File: src/rtl/ifx_pkg.sv
package ifx_pkg;

    typedef enum logic [2:0] {
        XF_NONE      = 3'd0,
        XF_MISALIGN  = 3'd1,
        XF_ACCESS    = 3'd2,
        XF_REAL_MISS = 3'd3,
        XF_FAST_MISS = 3'd4
    } xfault_e;

    typedef enum logic [1:0] {
        ST_IDLE = 2'd0,
        ST_WAIT = 2'd1,
        ST_RESP = 2'd2
    } xstate_e;

    typedef struct packed {
        logic        hyp;
        logic        rst_mode;
        logic        priv;
        logic        amask;
        logic        mmu_en;
        logic [7:0]  part;
        logic [2:0]  tl;
        logic [15:0] pctx;
    } mode_t;

    localparam logic [8:0] FT_PRIV  = 9'h001;
    localparam logic [8:0] FT_OTHER = 9'h010;
    localparam logic [8:0] FT_RANGE = 9'h040;
    localparam logic [7:0] SPC_PRIM = 8'h80;
    localparam logic [7:0] SPC_NUC  = 8'h04;
    localparam logic [1:0] CT_PRIM  = 2'd0;
    localparam logic [1:0] CT_NUC   = 2'd2;

    function automatic mode_t decode_mode(input logic [63:0] w);
        mode_t m;
        m.hyp      = w[0];
        m.rst_mode = w[1];
        m.priv     = w[2];
        m.amask    = w[3];
        m.mmu_en   = w[4];
        m.part     = w[15:8];
        m.tl       = w[18:16];
        m.pctx     = w[47:32];
        return m;
    endfunction

endpackage

File: src/rtl/ifx_last_xlate.sv
module ifx_last_xlate #(
    parameter int VA_W   = 64,
    parameter int PA_W   = 40,
    parameter int MODE_W = 64
) (
    input  logic              clk,
    input  logic              rst_n,
    input  logic              inv,
    input  logic              fill,
    input  logic              fill_has,
    input  logic [MODE_W-1:0] fill_mode,
    input  logic [VA_W-1:0]   fill_va,
    input  logic [PA_W-1:0]   fill_pbase,
    input  logic [PA_W-1:0]   fill_pmask,
    input  logic [MODE_W-1:0] look_mode,
    input  logic [VA_W-1:0]   look_va,
    output logic              hit,
    output logic [PA_W-1:0]   hit_pa
);
    localparam int HI_W = VA_W - PA_W;

    logic              c_vld, c_has;
    logic [MODE_W-1:0] c_mode;
    logic [VA_W-1:0]   c_va;
    logic [PA_W-1:0]   c_pbase, c_pmask;
    logic [VA_W-1:0]   ext_mask;

    always_ff @(posedge clk or negedge rst_n) begin
        if (!rst_n) begin
            c_vld   <= 1'b0;
            c_has   <= 1'b0;
            c_mode  <= '0;
            c_va    <= '0;
            c_pbase <= '0;
            c_pmask <= '0;
        end else if (inv) begin
            c_vld <= 1'b0;
        end else if (fill) begin
            c_vld   <= 1'b1;
            c_has   <= fill_has;
            c_mode  <= fill_mode;
            c_va    <= fill_va;
            c_pbase <= fill_pbase;
            c_pmask <= fill_pmask;
        end
    end

    always_comb begin
        ext_mask = {{HI_W{1'b0}}, c_pmask};
        hit      = c_vld && c_has && (c_mode == look_mode) &&
                   (((look_va ^ c_va) & ~ext_mask) == '0);
        hit_pa   = (c_pbase & ~c_pmask) | (look_va[PA_W-1:0] & c_pmask);
    end
endmodule

File: src/rtl/ifx_fault_regs.sv
module ifx_fault_regs #(
    parameter int VA_W    = 64,
    parameter int PG_BITS = 13
) (
    input  logic                    clk,
    input  logic                    rst_n,
    input  logic                    fsr_we,
    input  logic [1:0]              fsr_ct,
    input  logic [8:0]              fsr_ft,
    input  logic [7:0]              fsr_spc,
    input  logic                    tag_we,
    input  logic [VA_W-1:PG_BITS]   tag_page,
    input  logic [PG_BITS-1:0]      tag_ctx,
    output logic [63:0]             fsr_q,
    output logic [VA_W-1:0]         tag_q
);
    always_ff @(posedge clk or negedge rst_n) begin
        if (!rst_n) begin
            fsr_q <= '0;
            tag_q <= '0;
        end else begin
            if (fsr_we)
                fsr_q <= {40'b0, fsr_spc, fsr_ft, 1'b0, fsr_ct, 1'b0, 1'b0, fsr_q[0], 1'b1};
            if (tag_we)
                tag_q <= {tag_page, tag_ctx};
        end
    end
endmodule

File: src/rtl/ifx_xlate_unit.sv
module ifx_xlate_unit
    import ifx_pkg::*;
#(
    parameter int          VA_W    = 64,
    parameter int          PA_W    = 40,
    parameter int          MODE_W  = 64,
    parameter int          PG_BITS = 13,
    parameter logic [63:0] HOLE_LO = 64'h0000_8000_0000_0000,
    parameter logic [63:0] HOLE_HI = 64'hFFFF_7FFF_FFFF_FFFF
) (
    input  logic              clk,
    input  logic              rst_n,
    input  logic              req_valid,
    output logic              req_ready,
    input  logic [VA_W-1:0]   req_vaddr,
    input  logic [MODE_W-1:0] mode_word,
    output logic              tlb_req_valid,
    output logic [VA_W-1:0]   tlb_req_vaddr,
    output logic [7:0]        tlb_req_part,
    output logic [15:0]       tlb_req_ctx,
    output logic              tlb_req_real,
    input  logic              tlb_rsp_valid,
    input  logic              tlb_rsp_hit,
    input  logic [PA_W-1:0]   tlb_rsp_pbase,
    input  logic [PA_W-1:0]   tlb_rsp_pmask,
    input  logic              tlb_rsp_priv,
    input  logic              tlb_change,
    output logic              resp_valid,
    output logic [2:0]        resp_fault_code,
    output logic [PA_W-1:0]   resp_paddr,
    output logic [63:0]       fsr,
    output logic [VA_W-1:0]   tag_access
);
    localparam int AM_W = 32;

    xstate_e           st, nxt;
    mode_t             md;
    logic [VA_W-1:0]   eva;
    logic              bypass, misal, in_hole, nuc, chit, take, rsp_take, priv_viol;
    logic [15:0]       lk_ctx;
    logic [PA_W-1:0]   chit_pa, hit_pa;
    logic              fsr_we, tag_we, fill;
    logic [8:0]        fsr_ft;
    xfault_e           imm_code;
    logic [PA_W-1:0]   imm_pa;

    // State captured when a lookup is issued
    logic [MODE_W-1:0] l_mode;
    logic [VA_W-1:0]   l_va;
    logic [15:0]       l_ctx;
    logic [7:0]        l_part;
    logic              l_real, l_priv, l_nuc;
    xfault_e           r_code;
    logic [PA_W-1:0]   r_pa;

    always_comb begin
        md      = decode_mode(mode_word);
        eva     = md.amask ? {{(VA_W-AM_W){1'b0}}, req_vaddr[AM_W-1:0]} : req_vaddr;
        bypass  = md.hyp || md.rst_mode;
        misal   = req_vaddr[1:0] != 2'b00;
        in_hole = !md.amask && (req_vaddr >= HOLE_LO) && (req_vaddr <= HOLE_HI);
        nuc     = md.tl != 3'd0;
        lk_ctx  = (nuc || !md.mmu_en) ? 16'd0 : md.pctx;
    end

    ifx_last_xlate #(.VA_W(VA_W), .PA_W(PA_W), .MODE_W(MODE_W)) u_cache (
        .clk        (clk),
        .rst_n      (rst_n),
        .inv        (tlb_change),
        .fill       (fill),
        .fill_has   (rsp_take),
        .fill_mode  (take ? mode_word : l_mode),
        .fill_va    (take ? req_vaddr : l_va),
        .fill_pbase (take ? '0 : tlb_rsp_pbase),
        .fill_pmask (take ? '0 : tlb_rsp_pmask),
        .look_mode  (mode_word),
        .look_va    (eva),
        .hit        (chit),
        .hit_pa     (chit_pa)
    );

    ifx_fault_regs #(.VA_W(VA_W), .PG_BITS(PG_BITS)) u_fregs (
        .clk      (clk),
        .rst_n    (rst_n),
        .fsr_we   (fsr_we),
        .fsr_ct   (take ? (nuc ? CT_NUC : CT_PRIM) : (l_nuc ? CT_NUC : CT_PRIM)),
        .fsr_ft   (fsr_ft),
        .fsr_spc  (take ? (nuc ? SPC_NUC : SPC_PRIM) : (l_nuc ? SPC_NUC : SPC_PRIM)),
        .tag_we   (tag_we),
        .tag_page (l_va[VA_W-1:PG_BITS]),
        .tag_ctx  (l_ctx[PG_BITS-1:0]),
        .fsr_q    (fsr),
        .tag_q    (tag_access)
    );

    // State register
    always_ff @(posedge clk or negedge rst_n) begin
        if (!rst_n) st <= ST_IDLE;
        else        st <= nxt;
    end

    // Next state and outputs
    always_comb begin
        nxt           = st;
        req_ready     = 1'b0;
        tlb_req_valid = 1'b0;
        resp_valid    = 1'b0;
        unique case (st)
            ST_IDLE: begin
                req_ready = 1'b1;
                if (req_valid)
                    nxt = (bypass || misal || in_hole || chit) ? ST_RESP : ST_WAIT;
            end
            ST_WAIT: begin
                tlb_req_valid = 1'b1;
                if (tlb_rsp_valid) nxt = ST_RESP;
            end
            ST_RESP: begin
                resp_valid = 1'b1;
                nxt        = ST_IDLE;
            end
            default: nxt = ST_IDLE;
        endcase
    end

    always_comb begin
        take      = (st == ST_IDLE) && req_valid;
        rsp_take  = (st == ST_WAIT) && tlb_rsp_valid;
        priv_viol = tlb_rsp_hit && tlb_rsp_priv && !l_priv;
        hit_pa    = (tlb_rsp_pbase & ~tlb_rsp_pmask) | (l_va[PA_W-1:0] & tlb_rsp_pmask);
        fill      = (take && bypass) || (rsp_take && tlb_rsp_hit && !priv_viol);
        tag_we    = rsp_take && !tlb_rsp_hit;
        fsr_we    = (take && !bypass && (misal || in_hole)) || (rsp_take && priv_viol);
        fsr_ft    = take ? (misal ? FT_OTHER : FT_RANGE) : FT_PRIV;
        imm_pa    = '0;
        if (bypass)       begin imm_code = XF_NONE;     imm_pa = req_vaddr[PA_W-1:0]; end
        else if (misal)   imm_code = XF_MISALIGN;
        else if (in_hole) imm_code = XF_ACCESS;
        else              begin imm_code = XF_NONE;     imm_pa = chit_pa; end
    end

    always_ff @(posedge clk or negedge rst_n) begin
        if (!rst_n) begin
            l_mode <= '0; l_va <= '0; l_ctx <= '0; l_part <= '0;
            l_real <= 1'b0; l_priv <= 1'b0; l_nuc <= 1'b0;
            r_code <= XF_NONE; r_pa <= '0;
        end else if (take) begin
            l_mode <= mode_word; l_va <= eva; l_ctx <= lk_ctx; l_part <= md.part;
            l_real <= !md.mmu_en; l_priv <= md.priv; l_nuc <= nuc;
            r_code <= imm_code; r_pa <= imm_pa;
        end else if (rsp_take) begin
            if (!tlb_rsp_hit)   r_code <= l_real ? XF_REAL_MISS : XF_FAST_MISS;
            else if (priv_viol) r_code <= XF_ACCESS;
            else                r_code <= XF_NONE;
            r_pa <= hit_pa;
        end
    end

    assign tlb_req_vaddr   = l_va;
    assign tlb_req_part    = l_part;
    assign tlb_req_ctx     = l_ctx;
    assign tlb_req_real    = l_real;
    assign resp_fault_code = r_code;
    assign resp_paddr      = r_pa;
endmodule

File: config.mk
export PLATFORM = sky130hd
export DESIGN_NAME = ifx_xlate_unit
export DESIGN_NICKNAME = d
export VERILOG_FILES = /design/src/rtl/ifx_pkg.sv /design/src/rtl/ifx_last_xlate.sv /design/src/rtl/ifx_fault_regs.sv /design/src/rtl/ifx_xlate_unit.sv
export SDC_FILE = /design/constraint.sdc
export NUM_CORES = 1
export LEC_CHECK = 0
export CORE_MARGIN = 5
export CORE_UTILIZATION = 45
export DETAILED_ROUTE_END_ITERATION = 10
export GPL_TIMING_DRIVEN = 0
export PLACE_DENSITY = 0.73
export SYNTH_ARGS = -nofsm -noshare
export SYNTH_HDL_FRONTEND = slang
export SYNTH_SLANG_ARGS = --single-unit
File: constraint.sdc
create_clock -name clk -period 3.2 [get_ports clk]
set_input_delay 0.48 -clock clk [delete_from_list [all_inputs] [get_ports clk]]
set_output_delay 0.48 -clock clk [all_outputs]
set_load 0.005 [all_outputs]
==> results.py <==
metrics = {
    "timing": {
        "worst_slew_pin_slew_ps": 1220,
        "timing_hold_violations_final": 0,
        "rsz0062_at_grt": "true",
        "fmaxAchievable_mhz": 310,
        "timing.final.max_slew_violations": 0,
        "layout_setup_ws_ps": -28.8,
        "worst_slew_margin_pct": 18.2,
        "final_min_period_over_clock_period_pct": 101,
        "fin_clk_skew_ps": 16.6,
        "setup-violations-final": 1,
        "layout_min_cycle_time_ps": 3230,
        "setup_tns_ps": -28.8,
    },
    "setup_path": {
        "critPathCaptureType": "flip-flop",
        "worst_r2r_startpoint": "u_cache.c_mode[50]",
        "reg2reg_slack_ps": 20,
        "cp-start-kind": "primary input",
        "cell_family_with_most_cp_delay": "simple AND/OR/NAND/NOR gates",
        "crit_arrival_ps": 3710,
        "critPathLaunch": "mode_word[3]",
        "endpoint_of_the_worst_register_to_register_path": "st[0]",
        "crit_buf_inv": 2,
        "critPathRequiredTime_ps": 3680,
        "slowest_stage_delay_cp_ps": 600,
        "crit_slowest_cell": "clkdlybuf4s50_1",
        "critical_path.cell_chain": "clkdlybuf4s50_1 > buf_2 > nor2b_1 > xnor2_2 > o21ai_1 > or4_1 > nor4_4 > nand4_1 > a22o_1",
        "worst_r2r_path_depth": 7,
        "path_max_fanout": 10,
        "path_class": "in2reg",
    },
    "yosys": {
        "dominant_combinational_cell_family_by_area_after_synthesis": "simple AND/OR/NAND/NOR gates",
        "syn_avg_cell_area_um2": 9.37,
        "yosys.cell_types.count": 51,
        "syn-instance-count": 2334,
        "synth-compound-area-share_pct": 9.07,
        "post_synth_edffs": 0,
        "synth_xor_area_share_pct": 3.49,
        "yosysSeqAreaShare_pct": 55.1,
        "synthesis.yosys.warnings": 0,
        "ys_ff_latch": 481,
        "mappedNetlistArea_um2": 21900,
        "async_reset_ff_share_pct": 100,
        "synthAdderAreaFrac_pct": 0,
        "synth-simple-area-share_pct": 20.5,
        "yosys_most_used_dff": "dfrtp_1",
        "synth.area.mux_share_pct": 7.12,
    },
    "outcome": {
        "outcome": "finished, violations left",
        "violations": "setup timing",
    },
    "hold_path": {
        "worst_hold_path_type": "in2reg",
        "worst_hold_startpoint": "req_vaddr[60]",
        "whs_endpoint": "tlb_req_vaddr[60]",
        "hold-path-cell-count": 3,
    },
    "power_and_ir_drop": {
        "clockPowerShare_pct": 36.8,
        "sequential_share_of_power_pct": 42.8,
        "internal_power_mw": 13.0,
        "power_density_of_the_placed_cells_nw_per_um2": 633,
        "power_switching_mw": 5.45,
        "irDropWorstVdd_v": 0.000441,
        "power_leakage_nw": 13.9,
        "power_frac_comb_pct": 20.4,
        "power.switching_fraction_pct": 29.5,
    },
    "clock_network": {
        "clk_path_buf_depth": 3,
        "clock_slew_seen_by_the_registers_of_the_worst_setup_and_hold_paths_ps": 60,
        "tritoncts": "done",
        "cts.htree.levels": 2,
        "setup_fix_bufs_post_cts": 0,
        "clk_root_buffer_cell": "clkbuf_16",
        "clock-sinks": 481,
        "cts_made_buffers": 52,
        "clock_insertion_delay_at_the_later_pin_of_the_skew_report_ps": 610,
    },
    "floorplanning": {
        "start_util_pct": 45.7,
        "core_area_um2": 47800,
        "die_w_um": 230,
        "die-area_um2": 53100,
        "rows": 80,
        "design.portCount": 478,
        "die_h_um": 230,
    },
    "place": {
        "placed_area_um2": 27200,
        "dp_hpwl_um": 62200,
        "dpl.cell_count": 3429,
        "globalplace.congestion": 0.961,
        "portBuffers": 420,
    },
    "global_route": {
        "grt_max_degree": 121,
        "antenna_violations_before_repair": 16,
        "grt.total_usage_pct": 30.3,
        "grt_first_pass_wirelength_um": 124000,
        "grt_pass1_vias": 19806,
        "gr-total-overflow": 0,
    },
    "drt": {
        "wire_per_inst_um": 23.4,
        "initialDrtViolationCount": 1704,
        "num_vias": 19512,
        "number_of_antenna_violating_nets_in_the_routed_design": 0,
        "drt_pre_antenna_iters": 7,
        "drt-total-wl_um": 82600,
        "vias_per_cell": 5.52,
        "drc": 0,
    },
    "final_layout": {
        "ratio_of_cells_with_drive_above_1_in_the_final_layout_pct": 8.76,
        "areaGrowthSynthToFinish_pct": 33.5,
        "post-route-cell-area_um2": 29200,
        "nets": 3084,
        "final_cells": 3537,
    },
    "flow_run": {
        "number_of_max_cap_violations": 0,
    },
}
-- synth_stat cells, drive strengths merged, types with 29 or more instances --
cell    count  area, um^2
a211oi     37         278
a21oi      87         435
a31oi      45         282
buf        79         536
clkbuf    107         402
dfrtp     481       12000
mux2       67         754
mux2i      80         801
nand2     841        3160
nand3      86         430
nor2       67         251
nor2b      29         189
o21ai      72         360
xnor2      53         464
xor2       34         298
-- routing by layer --
metal  track usage (%)  vias to the layer above  part of all wire, %
met3              7.85                      172                  9.1
met1              39.0                     9650                   39
met2              50.1                      906                   48
met5                 0                        -                 0.15
met4              10.8                       18                  3.7
li1                  -                     8766                    -
-- power groups by stage --
stage               logic [mW]  clock network (mW)  registers (mW)
finish                    3.77                6.79            7.90
global route              4.12                7.09            8.00
CTS                       3.75                6.85            7.88
detailed placement        3.72                   0            7.98
global placement          3.62                   0            7.96
floorplan                 1.83                   0            7.76
-- flip-flops by register name, summed over array words and instances, names as in the netlist, 7 cells and up --
signal / flops
u_fregs.fsr_q: 7
resp_paddr: 40
l_mode: 64
u_cache.c_pmask: 40
u_cache.c_pbase: 40
tlb_req_part: 8
u_fregs.tag_q: 64
tlb_req_ctx: 16
u_cache.c_mode: 64
tlb_req_vaddr: 64
u_cache.c_va: 64
-- worst min-delay path, delay by kind of cell --
| family | cells | cell delay [ps] |
|---|---|---|
| simple gates | 2 | 160 |
| buf+inv | 1 | 180 |
-- layout by cell type (no fill, tap or decap), types with 63 or more instances in the layout --
| cell type | netlist | layout |
|---|---|---|
| nand2_1 | 841 | 841 |
| dfrtp_1 | 481 | 481 |
| clkdlybuf4s50_1 | 0 | 419 |
| clkbuf_1 | 107 | 112 |
| a21oi_1 | 87 | 86 |
| nand3_1 | 86 | 86 |
| mux2i_1 | 80 | 80 |
| mux2_2 | 67 | 67 |
| nor2_1 | 67 | 66 |
| o21ai_0 | 63 | 63 |
-- metrics by stage --
stage	power (mW)	setup WS (ps)	hold WS, ps	util (%)
after floorplan	9.59	955	184	-
after global placement	11.6	-19690	449	56.5
after detailed placement	11.7	-1000	448	56.8
after CTS	18.5	11.1	228	60.9
after global routing	19.2	-15.0	287	61.0
final	18.5	-28.8	261	61.0
-- repair_timing --
item	in CTS	in global routing
pin swaps	0	0
setup endpoints to repair	2	101
endpoints found under the hold margin	58	0
gates resized for setup	2	5
hold buffers	1	0
-- final cells by class --
cell class | count | area (um^2)
Sequential cell | 481 | 12000
Tap cell | 615 | 769
Buffer | 186 | 938
Timing Repair Buffer | 426 | 4340
Inverter | 28 | 105
Antenna cell | 10 | 25.0
Clock buffer | 77 | 1610
Fill cell | 4072 | 18700
Multi-Input combinational cell | 1694 | 9020
Clock inverter | 20 | 339
-- worst max-delay path by stage --
stage / to / slack (ps) / cells past startpoint
global placement: u_fregs.tag_q[49] / -19690 / 1
finish: st[0] / -30 / 9
global route: st[0] / -10 / 9
floorplan: st[0] / 950 / 7
detailed placement: st[0] / -1000 / 9
CTS: u_cache.c_mode[50] / 10 / 10
-- cells by family (layout without fill, tap and decap cells) --
kind of cell,Yosys count,after routing
and+or+nand+nor,1092,1092
DFF,481,481
AOI/OAI and AO/OA,312,312
buffers and inverters,214,737
muxes,147,147
xor gates and xnor gates,87,87
other,1,66
Power figures use the tool's default switching activity.
